`config.mk`:
```
export PLATFORM = sky130hd
export DESIGN_NAME = sck_divider
export DESIGN_NICKNAME = d
export VERILOG_FILES = /design/src/rtl/sck_div_pkg.sv /design/src/rtl/sck_div_ctrl.sv /design/src/rtl/sck_div_dp.sv /design/src/rtl/sck_divider.sv
export SDC_FILE = /design/constraint.sdc
export NUM_CORES = 1
export LEC_CHECK = 0
export ABC_AREA = 1
export ABC_CLOCK_PERIOD_IN_PS = 3400
export BUFFER_PORTS_ARGS = -buffer_cell sky130_fd_sc_hd__buf_2
export CORE_MARGIN = 2
export CORE_UTILIZATION = 40
export DETAILED_ROUTE_END_ITERATION = 16
export GPL_ROUTABILITY_DRIVEN = 0
export GPL_TIMING_DRIVEN = 0
export PLACE_DENSITY = 0.54
export REMOVE_ABC_BUFFERS = 1
export SLEW_MARGIN = 25
export SYNTH_ARGS = -nofsm -noshare
export SYNTH_HDL_FRONTEND = slang
export SYNTH_SLANG_ARGS = --single-unit
```
`constraint.sdc`:
```
create_clock -name clk -period 3.4 [get_ports clk]
set_input_delay 0 -clock clk [delete_from_list [all_inputs] [get_ports clk]]
set_output_delay 0 -clock clk [all_outputs]
set_load 0.005 [all_outputs]
```
`src/rtl/sck_div_pkg.sv`:
```
package sck_div_pkg;

  // Strobes from the control section to the datapath, valid for one cycle.
  typedef struct packed {
    logic run;     // divided law active and bus enabled: counter advances
    logic setHi;   // half period ends with sck low: drive it high
    logic setLo;   // half period ends with sck high: drive it low
    logic passGo;  // pass-through law active and bus enabled
  } sckCtl_t;

endpackage

```
`src/rtl/sck_div_ctrl.sv`:
```
module sck_div_ctrl
  import sck_div_pkg::*;
#(
  parameter int POW_W = 4,
  parameter int LIN_W = 8
) (
  input  logic             clk,
  input  logic             rstN,
  input  logic             cfgWr,
  input  logic             cfgLinSel,
  input  logic [POW_W-1:0] cfgPow,
  input  logic [LIN_W-1:0] cfgLin,
  input  logic             busEn,
  input  logic             halfDone,
  output logic             actLinSel,
  output logic [POW_W-1:0] actPow,
  output logic [LIN_W-1:0] actLin,
  output sckCtl_t          ctl,
  output logic             leadStb,
  output logic             trailStb
);

  logic             holdLinSel;
  logic [POW_W-1:0] holdPow;
  logic [LIN_W-1:0] holdLin;
  logic             phase;
  logic             actPass;
  logic             loadCfg;

  // Holding copy written by software at any time.
  always_ff @(posedge clk or negedge rstN) begin
    if (!rstN) begin
      holdLinSel <= 1'b0;
      holdPow    <= POW_W'(1);
      holdLin    <= '0;
    end else if (cfgWr) begin
      holdLinSel <= cfgLinSel;
      holdPow    <= cfgPow;
      holdLin    <= cfgLin;
    end
  end

  assign actPass = !actLinSel && (actPow == '0);

  always_comb begin
    ctl.run    = busEn && !actPass;
    ctl.passGo = busEn && actPass;
    ctl.setHi  = ctl.run && halfDone && !phase;
    ctl.setLo  = ctl.run && halfDone && phase;
  end

  // Idle boundaries: bus off, pass-through (every cycle), end of a period.
  assign loadCfg = !busEn || actPass || ctl.setLo;

  always_ff @(posedge clk or negedge rstN) begin
    if (!rstN) begin
      actLinSel <= 1'b0;
      actPow    <= POW_W'(1);
      actLin    <= '0;
    end else if (loadCfg) begin
      actLinSel <= holdLinSel;
      actPow    <= holdPow;
      actLin    <= holdLin;
    end
  end

  always_ff @(posedge clk or negedge rstN) begin
    if (!rstN) begin
      phase    <= 1'b0;
      leadStb  <= 1'b0;
      trailStb <= 1'b0;
    end else begin
      if (!ctl.run)     phase <= 1'b0;
      else if (halfDone) phase <= !phase;
      leadStb  <= ctl.setHi || ctl.passGo;
      trailStb <= ctl.setLo || ctl.passGo;
    end
  end


  cfg_hold_chk: assert property (@(posedge clk) disable iff (!rstN)
    (phase && $past(phase)) |-> ($stable(actLin) && $stable(actPow) && $stable(actLinSel)));


  strobe_idle_chk: assert property (@(posedge clk) disable iff (!rstN)
    !busEn |=> (!leadStb && !trailStb));

endmodule

```
`src/rtl/sck_div_dp.sv`:
```
module sck_div_dp
  import sck_div_pkg::*;
#(
  parameter int POW_W = 4,
  parameter int LIN_W = 8
) (
  input  logic             clk,
  input  logic             rstN,
  input  logic             actLinSel,
  input  logic [POW_W-1:0] actPow,
  input  logic [LIN_W-1:0] actLin,
  input  sckCtl_t          ctl,
  output logic             halfDone,
  output logic             sckDiv,
  output logic             sck
);

  localparam int POW_HALF_W = (1 << POW_W) - 1;
  localparam int CNT_W = (POW_HALF_W > LIN_W + 1) ? POW_HALF_W : LIN_W + 1;

  logic [CNT_W-1:0] cnt;
  logic [CNT_W-1:0] halfMax;
  logic             sckReg;
  logic             passEnNeg;

  always_comb begin
    if (actLinSel)          halfMax = CNT_W'(actLin);
    else if (actPow == '0)  halfMax = '0;
    else                    halfMax = (CNT_W'(1) << (actPow - POW_W'(1))) - CNT_W'(1);
  end

  assign halfDone = (cnt == halfMax);

  always_ff @(posedge clk or negedge rstN) begin
    if (!rstN)                   cnt <= '0;
    else if (!ctl.run || halfDone) cnt <= '0;
    else                         cnt <= cnt + CNT_W'(1);
  end

  always_ff @(posedge clk or negedge rstN) begin
    if (!rstN)                       sckReg <= 1'b0;
    else if (ctl.setHi)              sckReg <= 1'b1;
    else if (ctl.setLo || !ctl.run)  sckReg <= 1'b0;
  end

  // Gate for the pass-through law changes only while clk is low.
  always_ff @(negedge clk or negedge rstN) begin
    if (!rstN) passEnNeg <= 1'b0;
    else       passEnNeg <= ctl.passGo;
  end

  assign sckDiv = sckReg;
  assign sck    = sckReg | (clk & passEnNeg);


  idle_low_chk: assert property (@(posedge clk) disable iff (!rstN)
    !ctl.run |=> !sckReg);


  cnt_bound_chk: assert property (@(posedge clk) disable iff (!rstN)
    cnt <= halfMax);


  pass_excl_chk: assert property (@(posedge clk) disable iff (!rstN)
    passEnNeg |-> !sckReg);

endmodule

```
`src/rtl/sck_divider.sv`:
```
module sck_divider
  import sck_div_pkg::*;
#(
  parameter int POW_W = 4,
  parameter int LIN_W = 8
) (
  input  logic             clk,
  input  logic             rstN,
  input  logic             cfgWr,
  input  logic             cfgLinSel,
  input  logic [POW_W-1:0] cfgPow,
  input  logic [LIN_W-1:0] cfgLin,
  input  logic             busEn,
  output logic             sck,
  output logic             leadStb,
  output logic             trailStb
);

  sckCtl_t          ctl;
  logic             halfDone;
  logic             actLinSel;
  logic [POW_W-1:0] actPow;
  logic [LIN_W-1:0] actLin;
  logic             sckDiv;

  sck_div_ctrl #(.POW_W(POW_W), .LIN_W(LIN_W)) u_ctrl (
    .clk(clk), .rstN(rstN), .cfgWr(cfgWr), .cfgLinSel(cfgLinSel),
    .cfgPow(cfgPow), .cfgLin(cfgLin), .busEn(busEn), .halfDone(halfDone),
    .actLinSel(actLinSel), .actPow(actPow), .actLin(actLin), .ctl(ctl),
    .leadStb(leadStb), .trailStb(trailStb)
  );

  sck_div_dp #(.POW_W(POW_W), .LIN_W(LIN_W)) u_dp (
    .clk(clk), .rstN(rstN), .actLinSel(actLinSel), .actPow(actPow),
    .actLin(actLin), .ctl(ctl), .halfDone(halfDone), .sckDiv(sckDiv), .sck(sck)
  );


  lead_level_chk: assert property (@(posedge clk) disable iff (!rstN)
    (leadStb && !trailStb) |-> sckDiv);


  trail_level_chk: assert property (@(posedge clk) disable iff (!rstN)
    (trailStb && !leadStb) |-> !sckDiv);

endmodule

```
Word level (Yosys, flattened, before mapping)
Index checks and enable logic that the tools add are counted.

storage, ports and cells
  register bits after elaboration = 46
  bits of input ports = 17
  logic and storage cells = 46
  output and inout bits = 3

operators by class
  add/subtract/negate cells = 3
  reduce and logical (&&, ||, !) cells = 19
  equal/unequal tests = 2
  bitwise logic cells = 2
  mux-type cells = 7
  shifts and indexed selects = 1

operator list
  operator               number
  $mux 15                3
  $add 15x1->15 const B  1
  $eq 15x15->1           1
  $shl 1x4->15 const A   1
  $sub 15x2->15 const B  1
  $logic_and 1x1->1      6
  $logic_or 1x1->1       6
  $logic_not 1->1        5
  $logic_not 4->1        1
  $mux 1                 4
  $sub 4x1->4 const B    1
  $ne 2x2->1 const B     1
  $reduce_bool 2->1      1
  $and 1x1->1            1
  $or 1x1->1             1

Longest topological paths before layout
Gate-level depths: netlist (run 1).

  word-level depth = 11
  depth in mapped cells = 19
  depth with buffers taken out = 18

Cells and area by module
From an unflattened synthesis (run 1), not the netlist that was laid out.

second synthesis, totals
  cells, all modules = 354
  area, all modules = 2687.6 sq um

modules (own cells, without submodules)
  module        sequential area each (sq um)  instances  cells each  area each (sq um)
  sck_div_dp    425.4                         1          247         1463.9
  sck_div_ctrl  728.2                         1          107         1223.7

==> reports/qor.log, run 1 <==
qor: route.antenna_violating_nets_post_route 0
qor: place.post_place_setup_slack 0.314 ns
qor: yosys.netlist_instances 354
qor: route.initial_detailed_routing_violation_count 125
qor: floorplanning.boundaryPins 20
qor: critical_path.worst-path-buf-inv 2
qor: yosys.yosysSeqAreaShare 43.2%
qor: sta.final_hold_vios 0
qor: outcome.outcome finished, final reports clean
qor: power_and_ir_drop.power_frac_seq 42.7%
qor: route.wire_per_inst 12.4 um
qor: finish.area_growth 16.1%
qor: finish.final_layout_size_suffix_gt1_share 14.9%
qor: global_routing.first_global_vias 2399
qor: floorplanning.die_area 7350 sq um
qor: route.avgViaCountPerCell 4.94
qor: place.numPlacedInstances 441
qor: yosys.syn_area 2670 sq um
qor: critical_path.critical_path_class reg2reg
qor: floorplanning.dieHeight 85.7 um
qor: place.placed_cell_area 2810 sq um
qor: finish.final_design_area_no_fill 3100 sq um
qor: critical_path.critical_path.top_delay_family flip-flops
qor: finish.antennaDiodeCount 0
qor: critical_path.timing.critical_path.to_type flip-flop
qor: floorplanning.initial_utilization 41.6%
qor: sta.worst_slack 0.349 ns
qor: yosys.count_of_synthesis_stage_warnings_from_yosys 0
qor: hold_path.worst_hold_path_type in2async
qor: sta.grt_setup_unrepaired false
qor: yosys.syn_area_per_cell 7.55 sq um
qor: sta.maxSlewHeadroom 62.3%
qor: finish.register_area 1150 sq um
qor: global_routing.number_of_antenna_violations_at_the_first_check_in_global_routing 0
qor: route.detailedRoute.firstPassIterationCount 6
qor: power_and_ir_drop.combinational_group_share_of_total_power 27.8%
qor: cts.cts_tree built
qor: yosys.synth_top_flop_cell sky130_fd_sc_hd__dfrtp_1
qor: yosys.synth.ff_latch_count 46
qor: power_and_ir_drop.power.leakage 0.00156 uW
qor: sta.setup_viol 0
qor: finish.footprint_of_the_multi_input_gates 1280 sq um
qor: power_and_ir_drop.clock_power_share 29.5%
qor: critical_path.r2r_start u_ctrl.actLinSel$_DFFE_PN0P_
qor: yosys.postSynth.asyncResetShare 100%
qor: sta.timing.clock.skew 0.0161 ns
qor: place.place_hpwl 4400 um
qor: critical_path.worst_ep_arrival_time 1.62 ns
qor: floorplanning.chip_width 85.7 um
qor: finish.finish.net_count 408
qor: sta.slew_viol_final 0
qor: finish.finish.cell_count_without_fillers 467
qor: critical_path.critical_path.max_stage_delay 0.61 ns
qor: power_and_ir_drop.power.density_cell_area 490 nW/um^2
qor: critical_path.startpoint_type flip-flop
qor: finish.fillerInstances 664
qor: floorplanning.fp-row-count 29
qor: flow_run.drv.max_cap_violation_count 0
qor: yosys.synth-edff-count 0
qor: critical_path.r2r_slack 0.35 ns
qor: global_routing.gr-total-overflow 0
qor: critical_path.path_max_fanout 12
qor: critical_path.critical_path.reg2reg.endpoint u_dp.passEnNeg$_DFF_NN0_
qor: power_and_ir_drop.intPower 997 uW
qor: critical_path.r2r_cells 3
qor: cts.clk_pin_slew_worst_paths 0.09 ns
qor: critical_path.crit_path_frequent_cell sky130_fd_sc_hd__inv_1
qor: power_and_ir_drop.net-switching-power 523 uW
qor: cts.insertion_delay 0.42 ns
qor: finish.most_common_cell_after_layout_fill_and_taps_aside sky130_fd_sc_hd__nand2_1
qor: route.routed-via-count 2305
qor: critical_path.cpMaxStageDelayCell sky130_fd_sc_hd__dfrtp_1
qor: route.finalWirelength 5800 um
qor: floorplanning.core_area 6420 sq um
qor: global_routing.grt_start_max_net_pins 30
qor: critical_path.path_cells inv_1, nand3_1, inv_1
qor: route.post-route-drc-count 0
qor: yosys.synth_cell_type_count 30
qor: sta.setup_total_negative_slack 0 ns
qor: power_and_ir_drop.vdd.ir_drop.worst 0.244 mV
qor: finish.most_frequent_cells_in_the_layout 109 x sky130_fd_sc_hd__nand2_1, 45 x sky130_fd_sc_hd__nand3_1, 42 x sky130_fd_sc_hd__dfrtp_1, 41 x sky130_fd_sc_hd__inv_1, 28 x sky130_fd_sc_hd__nor2_1
qor: global_routing.total_global_routing_track_utilization 18.4%
qor: power_and_ir_drop.p_sw_share 34.4%
qor: critical_path.cp.required 1.97 ns
qor: global_routing.grt_pass1_wl 10800 um
qor: sta.transition_time_of_the_tightest_slew_check_pin 0.561 ns
qor: place.portBuffers 19
-- power by group through the flow --
stage	Clock (uW)	Sequential [uW]	Combinational (uW)
floorplan	0.965	646	307
global placement	1.79	658	403
CTS	469	649	427
finish	449	648	423
global route	498	658	493
detailed placement	1.79	660	413
-- through the flow --
stage,total power [uW],hold WS (ns),util (%)
6_report,1520,0.0666,48.3
5_1_grt,1650,0.0890,48.3
4_1_cts,1550,0.0638,48.1
3_5_place_dp,1070,-0.0317,43.7
3_3_place_gp,1060,0.164,43.4
2_1_floorplan,954,-0.296,-
-- Yosys cell counts (2+ instances only) --
library cell               count  area (sq um)
sky130_fd_sc_hd__buf_6         5          56.3
sky130_fd_sc_hd__o21ai_0      11          55.1
sky130_fd_sc_hd__nand3_1      45           225
sky130_fd_sc_hd__inv_1        41           154
sky130_fd_sc_hd__nor4_1        2          12.5
sky130_fd_sc_hd__dfstp_2       2          52.6
sky130_fd_sc_hd__clkbuf_1      2          7.51
sky130_fd_sc_hd__nand2_2       2          12.5
sky130_fd_sc_hd__nor3_1        6          30.0
sky130_fd_sc_hd__nor2_1       28           105
sky130_fd_sc_hd__inv_2         2          7.51
sky130_fd_sc_hd__nand4_1      11          68.8
sky130_fd_sc_hd__xor2_1        3          26.3
sky130_fd_sc_hd__nand3_2       3          30.0
sky130_fd_sc_hd__mux2_2       13           146
sky130_fd_sc_hd__nor3b_1       7          52.6
sky130_fd_sc_hd__buf_2         2          10.0
sky130_fd_sc_hd__nand2_1     109           409
sky130_fd_sc_hd__a21oi_1       5          25.0
sky130_fd_sc_hd__dfrtp_1      43          1080
sky130_fd_sc_hd__ha_1          2          25.0
sky130_fd_sc_hd__nor2_2        2          12.5
-- state kept, by name, indices dropped and copies added, names as in the netlist --
name and cells:
u_ctrl.holdPow 4, u_ctrl.holdLin 8, u_ctrl.actLinSel 1, u_ctrl.leadStb 1
u_ctrl.holdLinSel 1, u_ctrl.trailStb 1, u_dp.passEnNeg 1, u_ctrl.phase 1
u_ctrl.actLin 8, u_ctrl.actPow 4, u_dp.cnt 15, u_dp.sckDiv 1
-- per-layer routing --
metal	vias to the layer above	part of all wire [%]	GRT usage [%]
li1	1206	-	-
met1	1054	50	24.0
met2	35	45	29.8
met3	10	3.4	4.43
met4	0	1.7	7.07
met5	-	0	0
-- layout make-up --
cell class	instances	share of cell area, %
Timing Repair Buffer	34	8.39
Tap cell	77	3.11
Clock inverter	1	0.282
Sequential cell	46	37.2
Multi-Input combinational cell	254	41.4
Clock buffer	11	4.28
Inverter	44	5.33
-- kinds of logic after synthesis --
family,Yosys count,share of synthesized area [%]
flops,46,43.2
compound gates,19,3.79
xor+xnor,3,0.984
mux,13,5.48
simple gates,217,36.5
fa+ha+maj,2,0.937
buf+inv,54,9.09
-- worst reg2reg max path, delay by kind of cell, from the launching register on --
| family | cells | cell delay [ns] |
|---|---|---|
| DFF | 1 | 0.61 |
| and+or+nand+nor | 1 | 0.25 |
| buffers and inverters | 2 | 0.35 |
-- timing repair --
item | CTS | global route
endpoints found under the setup margin | 0 | 13
hold endpoints to repair | 60 | 0
buffers inserted | 0 | 0
hold buffers | 15 | 0
resized for setup | 0 | 2
-- how the worst max path moves through the flow --
stage / slack [ns] / end / start / depth (start not counted)
after floorplan: 0.60 / u_dp.passEnNeg$_DFF_NN0_ / u_ctrl.actPow[3]$_DFFE_PN0P_ / 5
after global placement: 0.32 / u_dp.passEnNeg$_DFF_NN0_ / u_ctrl.actPow[3]$_DFFE_PN0P_ / 5
after detailed placement: 0.31 / u_dp.passEnNeg$_DFF_NN0_ / u_ctrl.actPow[3]$_DFFE_PN0P_ / 5
after CTS: 0.30 / u_dp.passEnNeg$_DFF_NN0_ / u_ctrl.actPow[3]$_DFFE_PN0P_ / 5
after global routing: 0.12 / u_ctrl.actLin[1]$_DFFE_PN0P_ / u_ctrl.actPow[3]$_DFFE_PN0P_ / 14
final: 0.35 / u_dp.passEnNeg$_DFF_NN0_ / u_ctrl.actLinSel$_DFFE_PN0P_ / 3
No activity file was read; power rests on OpenSTA's default activity.
==> inputs of run 2 (changes only) <==
ABC_AREA = unset   (was 1)
ABC_CLOCK_PERIOD_IN_PS = 2900   (was 3400)
clock period = 2.9 ns   (was 3.4 ns; I/O delays follow)
==> run 2 against run 1 <==
The run now ends with negative setup slack left. Critical path depth increased by 11. Synthesized area increased by 7.8%. Worst hold slack got worse by 0.014 ns. Via count increased by 15%. First-iteration DRC count increased by 84%. Sequential share of layout area decreased by 7.8 points. Total power increased by 34%.
==> reports/qor.log, run 2 <==
qor: outcome.outcome finished, violations left
qor: outcome.violations negative setup slack
qor: hold_path.holdCritStartpoint cfgWr
qor: finish.most_frequent_cells_in_the_layout 40 x sky130_fd_sc_hd__dfrtp_1, 32 x sky130_fd_sc_hd__nand2_1, 30 x sky130_fd_sc_hd__buf_4, 19 x sky130_fd_sc_hd__buf_2, 15 x sky130_fd_sc_hd__dlygate4sd3_1
qor: floorplanning.initial_utilization 41.9% [+0.34 points]
qor: yosys.synth-edff-count 0 [unchanged]
qor: power_and_ir_drop.power_frac_seq 38.7% [-4.0 points]
qor: yosys.yosysSeqAreaShare 40.1% [-3.1 points]
qor: route.initial_detailed_routing_violation_count 230 [+84%]
qor: sta.transition_time_of_the_tightest_slew_check_pin 0.949 ns [+0.388 ns]
qor: power_and_ir_drop.net-switching-power 737 uW [+41%]
qor: critical_path.r2r_start u_ctrl.actPow[0]$_DFFE_PN1P_
qor: power_and_ir_drop.combinational_group_share_of_total_power 35.1% [+7.3 points]
qor: yosys.netlist_instances 318 [-10%]
qor: yosys.count_of_synthesis_stage_warnings_from_yosys 0 [unchanged]
qor: power_and_ir_drop.vdd.ir_drop.worst 0.278 mV [+14%]
qor: finish.footprint_of_the_multi_input_gates 1920 sq um [+50%]
qor: floorplanning.boundaryPins 20 [unchanged]
qor: global_routing.total_global_routing_track_utilization 20.8% [+2.3 points]
qor: global_routing.grt_start_max_net_pins 47 [+57%]
qor: power_and_ir_drop.overall_power_after_layout 2040 uW [+34%]
qor: hold_path.worst_hold_path_type in2reg
qor: floorplanning.die_area 7900 sq um [+7.4%]
qor: power_and_ir_drop.p_sw_share 36.1% [+1.7 points]
qor: sta.finalCritPeriodShare 108%
qor: route.wire_per_inst 17.0 um [+37%]
qor: route.avgViaCountPerCell 5.60 [+13%]
qor: sta.fmax 318 MHz
qor: yosys.synth_top_flop_cell sky130_fd_sc_hd__dfrtp_1
qor: power_and_ir_drop.intPower 1310 uW [+31%]
qor: critical_path.timing.critical_path.to_type flip-flop
qor: floorplanning.fp-row-count 30 [+3.4%]
qor: power_and_ir_drop.clock_power_share 26.2% [-3.3 points]
qor: floorplanning.core_area 6870 sq um [+7.0%]
qor: critical_path.critical_path.reg2reg.endpoint u_ctrl.actLinSel$_DFFE_PN0P_
qor: critical_path.cpMaxStageDelayCell sky130_fd_sc_hd__dfstp_4
qor: yosys.yosys-top-cells-count 43 x sky130_fd_sc_hd__dfrtp_1, 34 x sky130_fd_sc_hd__nand2_1, 27 x sky130_fd_sc_hd__nor2_1
qor: yosys.synth_cell_type_count 63 [+110%]
qor: critical_path.critPathLaunch u_ctrl.actPow[0]$_DFFE_PN1P_
qor: place.numPlacedInstances 409 [-7.3%]
qor: sta.grt_setup_unrepaired true
qor: hold_path.worst_hold_path.endpoint u_ctrl.holdPow[0]$_DFFE_PN1P_
qor: cts.clk_pin_slew_worst_paths 0.11 ns [+0.02 ns]
qor: finish.final_layout_size_suffix_gt1_share 38.5% [+24 points]
qor: finish.finish.cell_count_without_fillers 473 [+1.3%]
qor: floorplanning.dieHeight 88.9 um [+3.7%]
qor: yosys.syn_area_per_cell 9.06 sq um [+20%]
qor: critical_path.critical_path.max_stage_delay 0.66 ns [+0.05 ns]
qor: global_routing.gr-total-overflow 0 [unchanged]
qor: yosys.synth.ff_latch_count 46 [unchanged]
qor: finish.number_of_flip_flops_in_the_largest_register 15 [unchanged]
qor: flow_run.drv.max_cap_violation_count 0 [unchanged]
qor: yosys.postSynth.asyncResetShare 100% [unchanged]
qor: power_and_ir_drop.power.leakage 0.00153 uW [-1.8%]
qor: finish.finish.net_count 395 [-3.2%]
qor: sta.worst_slack -0.246 ns [-0.594 ns]
qor: sta.final_hold_vios 0 [unchanged]
qor: sta.setup_viol 33 [+33]
qor: yosys.syn_area 2880 sq um [+7.8%]
qor: critical_path.path_cells inv_6, nor2_4, nand2_2, ha_4, buf_4, nand2_1, a21o_1, a211o_1, o2111ai_2, buf_4, nor4_4, buf_6, a41oi_4, a221o_1
qor: sta.final_period_minus_worst_setup_slack 3.15 ns
qor: critical_path.cp.required 3.21 ns [+1.24 ns]
qor: floorplanning.chip_width 88.9 um [+3.7%]
qor: cts.insertion_delay 0.42 ns [about the same]
qor: global_routing.first_global_vias 2498 [+4.1%]
qor: critical_path.r2r_cells 14 [+11]
qor: route.finalWirelength 8040 um [+39%]
qor: yosys.most_common_cell_in_the_synthesized_netlist sky130_fd_sc_hd__dfrtp_1
qor: power_and_ir_drop.power.density_cell_area 516 nW/um^2 [+5.2%]
qor: finish.most_common_cell_after_layout_fill_and_taps_aside sky130_fd_sc_hd__dfrtp_1
qor: critical_path.critical_path_class reg2reg
qor: critical_path.crit_path_frequent_cell sky130_fd_sc_hd__buf_4
qor: yosys.synthTopCellsByArea sky130_fd_sc_hd__dfrtp_1 37%, sky130_fd_sc_hd__mux2_2 5.5%, sky130_fd_sc_hd__nand2_1 4.4%, sky130_fd_sc_hd__xnor2_1 4.3%, sky130_fd_sc_hd__nor2_1 3.5%
qor: yosys.netlist.top_cell.by_area sky130_fd_sc_hd__dfrtp_1
qor: finish.antennaDiodeCount 0 [unchanged]
qor: finish.area_growth 37.5%
qor: place.place_hpwl 4560 um [+3.7%]
qor: finish.register_area 1170 sq um [+0.98%]
qor: place.portBuffers 19 [unchanged]
qor: sta.slew_viol_final 0 [unchanged]
qor: finish.reg_top3 u_dp.cnt: 15 flops, u_ctrl.actLin: 8 flops, u_ctrl.holdLin: 8 flops
qor: finish.fillerInstances 595 [-10%]
qor: global_routing.grt_pass1_wl 12500 um [+16%]
qor: sta.maxSlewHeadroom 36.7% [-26 points]
qor: route.detailedRoute.firstPassIterationCount 7 [+1]
qor: cts.cts_tree built
qor: route.antenna_violating_nets_post_route 0 [unchanged]
qor: sta.timing.clock.skew 0.0160 ns [-0.0000994 ns]
qor: critical_path.startpoint_type flip-flop
qor: route.routed-via-count 2649 [+15%]
qor: critical_path.r2r_slack -0.25 ns [-0.59 ns]
qor: yosys.synth_top_cell_area_share 37.4% [-2.9 points]
qor: global_routing.number_of_antenna_violations_at_the_first_check_in_global_routing 0 [unchanged]
qor: finish.regMostFlops u_dp.cnt
qor: route.post-route-drc-count 0 [unchanged]
qor: hold_path.worstHoldPathCells 2
qor: critical_path.path_max_fanout 10 [-2]
qor: critical_path.worst_ep_arrival_time 3.46 ns [+1.84 ns]
run 2: changes by cell type in the layout (fill, tap and decap cells not counted), moves of 6 or more:
cell / before / now
sky130_fd_sc_hd__nand2_1: 109 / 32
sky130_fd_sc_hd__inv_1: 41 / 7
sky130_fd_sc_hd__nand3_1: 45 / 11
sky130_fd_sc_hd__buf_4: 0 / 30
sky130_fd_sc_hd__nor2_1: 28 / 13
sky130_fd_sc_hd__xnor2_1: 0 / 14
sky130_fd_sc_hd__nor2_4: 1 / 12
sky130_fd_sc_hd__a21oi_1: 5 / 14
sky130_fd_sc_hd__nor2b_1: 0 / 8
sky130_fd_sc_hd__a32oi_1: 0 / 7
sky130_fd_sc_hd__nand4_1: 11 / 4
sky130_fd_sc_hd__a221o_1: 0 / 6
sky130_fd_sc_hd__buf_6: 0 / 6
run 2: worst max path at each step:
stage               cells after the start  slack [ns]                            to
global route                           10       -0.33       u_dp.sckDiv$_DFFE_PN0P_
detailed placement                     11       -1.19       u_dp.sckDiv$_DFFE_PN0P_
finish                                 14       -0.25  u_ctrl.actLinSel$_DFFE_PN0P_
floorplan                              11       -0.89  u_ctrl.actLinSel$_DFFE_PN0P_
global placement                       11       -1.71  u_ctrl.actLinSel$_DFFE_PN0P_
CTS                                    13       -0.16         u_dp.cnt[7]$_DFF_PN0_
run 2: worst max-delay path: cells and delay by family (launching register included):
| kind | cells | cell delay, ns |
|---|---|---|
| buf+inv | 4 | 0.57 |
| compound gates | 5 | 0.99 |
| fa+ha+maj | 1 | 0.19 |
| simple gates | 4 | 0.63 |
| flops | 1 | 0.66 |
run 2: layer usage:
metal  vias to the layer above  track usage [%]  wire [um]
met3                        13             2.89        357
met5                         -                0          0
li1                       1262                -          -
met1                      1299             28.3       3540
met2                        75             33.7       4000
met4                         0             7.58        142
run 2: power by group through the flow:
stage | Clock, uW | Combinational, uW | Sequential, uW
4_1_cts | 546 | 568 | 788
3_3_place_gp | 1.71 | 389 | 812
5_1_grt | 575 | 769 | 801
2_1_floorplan | 0.934 | 298 | 779
6_report | 536 | 716 | 790
3_5_place_dp | 1.71 | 400 | 814
run 2: timing repair:
item / 4_1_cts / 5_1_grt
pin swaps: 25 / 25
cloned: 2 / 1
setup buffers: 18 / 18
hold buffers: 15 / 0
gates resized for setup: 54 / 49
endpoints found under the hold margin: 58 / 0
setup endpoints to repair: 33 / 33
run 2: through the flow:
stage	util, %	cell area [sq um]	hold WS [ns]	worst slack (ns)	setup TNS, ns
floorplan	-	2750	-0.296	-0.885	-19.86
global placement	43.2	2970	0.171	-1.71	-44.61
detailed placement	43.5	2990	0.171	-1.19	-33.11
CTS	52.9	3630	0.0654	-0.158	-2.43
global route	57.7	3960	0.0597	-0.331	-8.35
finish	57.7	3960	0.0525	-0.246	-5.87
run 2: cell type report:
type                            instances  share of cell area [%]
Inverter                                8                   0.884
Clock buffer                            9                    2.91
Timing Repair Buffer                   72                    14.6
Tap cell                               96                    3.03
Clock inverter                          3                   0.600
Multi-Input combinational cell        239                    48.5
Sequential cell                        46                    29.4
run 2: logic make-up (layout without fill, tap and decap cells):
kind of cell | Yosys count | after routing | synth area share, %
and+or+nand+nor | 125 | 126 | 22.7
buffers and inverters | 34 | 92 | 5.43
muxes | 16 | 16 | 6.17
AOI/OAI and AO/OA | 74 | 74 | 18.4
DFF | 46 | 46 | 40.1
adders and majority gates | 2 | 2 | 0.869
xor gates and xnor gates | 21 | 21 | 6.39
==> inputs of run 3 (changes only) <==
CORE_UTILIZATION = 57   (was 40)
CTS_CLUSTER_SIZE = 14   (was unset)
PLACE_DENSITY = 0.73   (was 0.54)
==> run 3 against run 2 <==
The run still ends with negative setup slack left. Critical path depth unchanged. Sequential cell count unchanged. Largest power group unchanged. Highest routed layer unchanged. Combinational power decreased by 6.3%. Die area down 29%. Fmax is 0.47% lower. Non-clock buffer count decreased by 10. Setup slack lost 0.015 ns.
==> reports/qor.log, run 3 (synthesized netlist as in run 2, its figures left out) <==
qor: global_routing.gr-total-overflow 0 [unchanged]
qor: critical_path.r2r_start u_ctrl.actPow[0]$_DFFE_PN1P_
qor: sta.finalCritPeriodShare 109% [+0.51 points]
qor: sta.maxSlewHeadroom 40.9% [+4.1 points]
qor: route.initial_detailed_routing_violation_count 379 [+65%]
qor: outcome.violations negative setup slack
qor: sta.slew_viol_final 0 [unchanged]
qor: sta.grt_setup_unrepaired true
qor: route.antenna_violating_nets_post_route 0 [unchanged]
qor: sta.setup_viol 32 [-3.0%]
qor: critical_path.critical_path_class reg2reg
qor: hold_path.worst_hold_path_type in2reg
qor: critical_path.cp.required 3.22 ns [about the same]
qor: power_and_ir_drop.vdd.ir_drop.worst 0.428 mV [+54%]
qor: critical_path.critPathLaunch u_ctrl.actPow[0]$_DFFE_PN1P_
qor: finish.regMostFlops u_dp.cnt
qor: power_and_ir_drop.clock_power_share 27.2% [+1.0 points]
qor: hold_path.worstHoldPathCells 2 [unchanged]
qor: critical_path.path_max_fanout 7 [-3]
qor: power_and_ir_drop.power.leakage 0.00146 uW [-4.2%]
qor: sta.final_hold_vios 0 [unchanged]
qor: sta.timing.clock.skew 0.0152 ns [-0.000875 ns]
qor: place.place_hpwl 4390 um [-3.7%]
qor: power_and_ir_drop.intPower 1290 uW [-0.85%]
qor: hold_path.holdCritStartpoint cfgWr
qor: critical_path.timing.critical_path.to_type flip-flop
qor: route.wire_per_inst 18.9 um [+11%]
qor: outcome.outcome finished, violations left
qor: floorplanning.fp-row-count 25 [-17%]
qor: floorplanning.chip_width 75.1 um [-15%]
qor: finish.most_common_cell_after_layout_fill_and_taps_aside sky130_fd_sc_hd__dfrtp_1
qor: cts.insertion_delay 0.43 ns [about the same]
qor: route.routed-via-count 2775 [+4.8%]
qor: finish.area_growth 29.1%
qor: critical_path.worst_ep_arrival_time 3.48 ns [+0.02 ns]
qor: route.post-route-drc-count 0 [unchanged]
qor: power_and_ir_drop.power.density_cell_area 538 nW/um^2 [+4.4%]
qor: cts.cts_tree built
qor: finish.antennaDiodeCount 0 [unchanged]
qor: sta.worst_slack -0.260 ns [-0.0148 ns]
qor: floorplanning.core_area 4790 sq um [-30%]
qor: global_routing.grt_pass1_wl 12100 um [-3.4%]
qor: power_and_ir_drop.p_sw_share 35.3% [-0.77 points]
qor: route.avgViaCountPerCell 6.41 [+14%]
qor: sta.fmax 316 MHz [-0.47%]
qor: floorplanning.die_area 5640 sq um [-29%]
qor: sta.final_period_minus_worst_setup_slack 3.16 ns [+0.0148 ns]
qor: global_routing.first_global_vias 2564 [+2.6%]
qor: route.finalWirelength 8180 um [+1.7%]
qor: power_and_ir_drop.combinational_group_share_of_total_power 33.5% [-1.6 points]
qor: critical_path.r2r_cells 14 [unchanged]
qor: finish.fillerInstances 306 [-49%]
qor: floorplanning.dieHeight 75.1 um [-15%]
qor: global_routing.total_global_routing_track_utilization 28.5% [+7.7 points]
qor: floorplanning.boundaryPins 20 [unchanged]
qor: place.portBuffers 19 [unchanged]
qor: flow_run.drv.max_cap_violation_count 0 [unchanged]
qor: finish.number_of_flip_flops_in_the_largest_register 15 [unchanged]
qor: power_and_ir_drop.overall_power_after_layout 2000 uW [-2.0%]
qor: power_and_ir_drop.net-switching-power 707 uW [-4.1%]
qor: global_routing.grt_start_max_net_pins 47 [unchanged]
qor: cts.clk_pin_slew_worst_paths 0.09 ns [-0.02 ns]
qor: sta.transition_time_of_the_tightest_slew_check_pin 0.887 ns [-0.0619 ns]
qor: power_and_ir_drop.power_frac_seq 39.3% [+0.6 points]
qor: floorplanning.initial_utilization 60.2% [+18 points]
qor: finish.final_layout_size_suffix_gt1_share 33.3% [-5.1 points]
qor: finish.reg_top3 u_dp.cnt: 15 flops, u_ctrl.actLin: 8 flops, u_ctrl.holdLin: 8 flops
qor: critical_path.startpoint_type flip-flop
qor: finish.finish.net_count 384 [-2.8%]
qor: global_routing.number_of_antenna_violations_at_the_first_check_in_global_routing 0 [unchanged]
qor: route.detailedRoute.firstPassIterationCount 7 [unchanged]
qor: sta.setup_total_negative_slack -5.74 ns [+0.128 ns]
qor: finish.most_frequent_cells_in_the_layout 40 x sky130_fd_sc_hd__dfrtp_1, 34 x sky130_fd_sc_hd__nand2_1, 21 x sky130_fd_sc_hd__buf_4, 20 x sky130_fd_sc_hd__buf_2, 16 x sky130_fd_sc_hd__a21oi_1
## run 3: critical path: stages (launching register included)
cell                        delay, ns
sky130_fd_sc_hd__dfstp_4         0.66
sky130_fd_sc_hd__inv_4           0.05
sky130_fd_sc_hd__nor2_2          0.09
sky130_fd_sc_hd__nand2_1         0.09
sky130_fd_sc_hd__ha_4            0.21
sky130_fd_sc_hd__nor4b_2         0.23
sky130_fd_sc_hd__a21o_1          0.11
sky130_fd_sc_hd__a221o_1         0.19
sky130_fd_sc_hd__buf_4           0.15
sky130_fd_sc_hd__o2111ai_4       0.13
sky130_fd_sc_hd__or4_4           0.49
sky130_fd_sc_hd__o31ai_4         0.32
sky130_fd_sc_hd__buf_6           0.15
sky130_fd_sc_hd__buf_12          0.13
sky130_fd_sc_hd__nor2_2          0.04
## run 3: path summary, 6_finish.rpt
kind / to / slack [ns]
setup / recovery: u_dp.cnt[13]$_DFF_PN0_ / -0.26
hold / removal: u_ctrl.holdLin[6]$_DFFE_PN0P_ / 0.05
setup reg to reg: u_dp.cnt[13]$_DFF_PN0_ / -0.26
hold reg to reg: u_ctrl.actLin[0]$_DFFE_PN0P_ / 0.53
max in group asynchronous: u_dp.passEnNeg$_DFF_NN0_ / 1.03
min in group asynchronous: u_ctrl.holdLin[5]$_DFFE_PN0P_ / 0.11
## run 3: per-layer routing
layer | part of all wire, % | up-vias | global-route usage, % | wire [um]
met5 | 0 | - | 0 | 0
met2 | 50 | 154 | 48.5 | 4050
met3 | 6.6 | 35 | 6.29 | 536
met4 | 4.2 | 0 | 11.3 | 340
li1 | - | 1243 | - | -
met1 | 40 | 1343 | 35.0 | 3250
## run 3: layout make-up
type                    instances  area, sq um  area share [%]
inverters                       8         32.5           0.875
clock inverters                 1         8.76           0.236
flip-flops and latches         46         1160            31.3
multi-input cells             238         1800            48.5
repair buffers                 62          494            13.3
clock buffers                  11          133            3.57
well taps                      67         83.8            2.26
## run 3: repair_timing
action / in CTS / in global routing
endpoints found under the hold margin: 57 / 0
hold buffers: 15 / 0
resized for setup: 35 / 38
pin swaps: 21 / 25
gates cloned: 1 / 0
buffers inserted: 17 / 11
endpoints found under the setup margin: 33 / 33
## run 3: through the flow
step / cell area [sq um] / instances / worst slack [ns] / utilization (%) / hold WS, ns
2_1_floorplan: 2750 / 292 / -0.885 / - / -0.296
3_3_place_gp: 2930 / 378 / -1.65 / 61.3 / 0.171
3_5_place_dp: 2940 / 379 / -1.09 / 61.5 / 0.171
4_1_cts: 3510 / 423 / -0.115 / 73.4 / 0.0637
5_1_grt: 3720 / 433 / -0.349 / 77.7 / 0.0518
6_report: 3720 / 433 / -0.260 / 77.7 / 0.0456
## run 3: power by group through the flow
stage	Clock, uW	Sequential [uW]	Combinational [uW]
finish	544	786	671
global route	571	794	710
CTS	535	789	538
detailed placement	1.71	812	396
global placement	1.71	810	382
floorplan	0.934	779	298
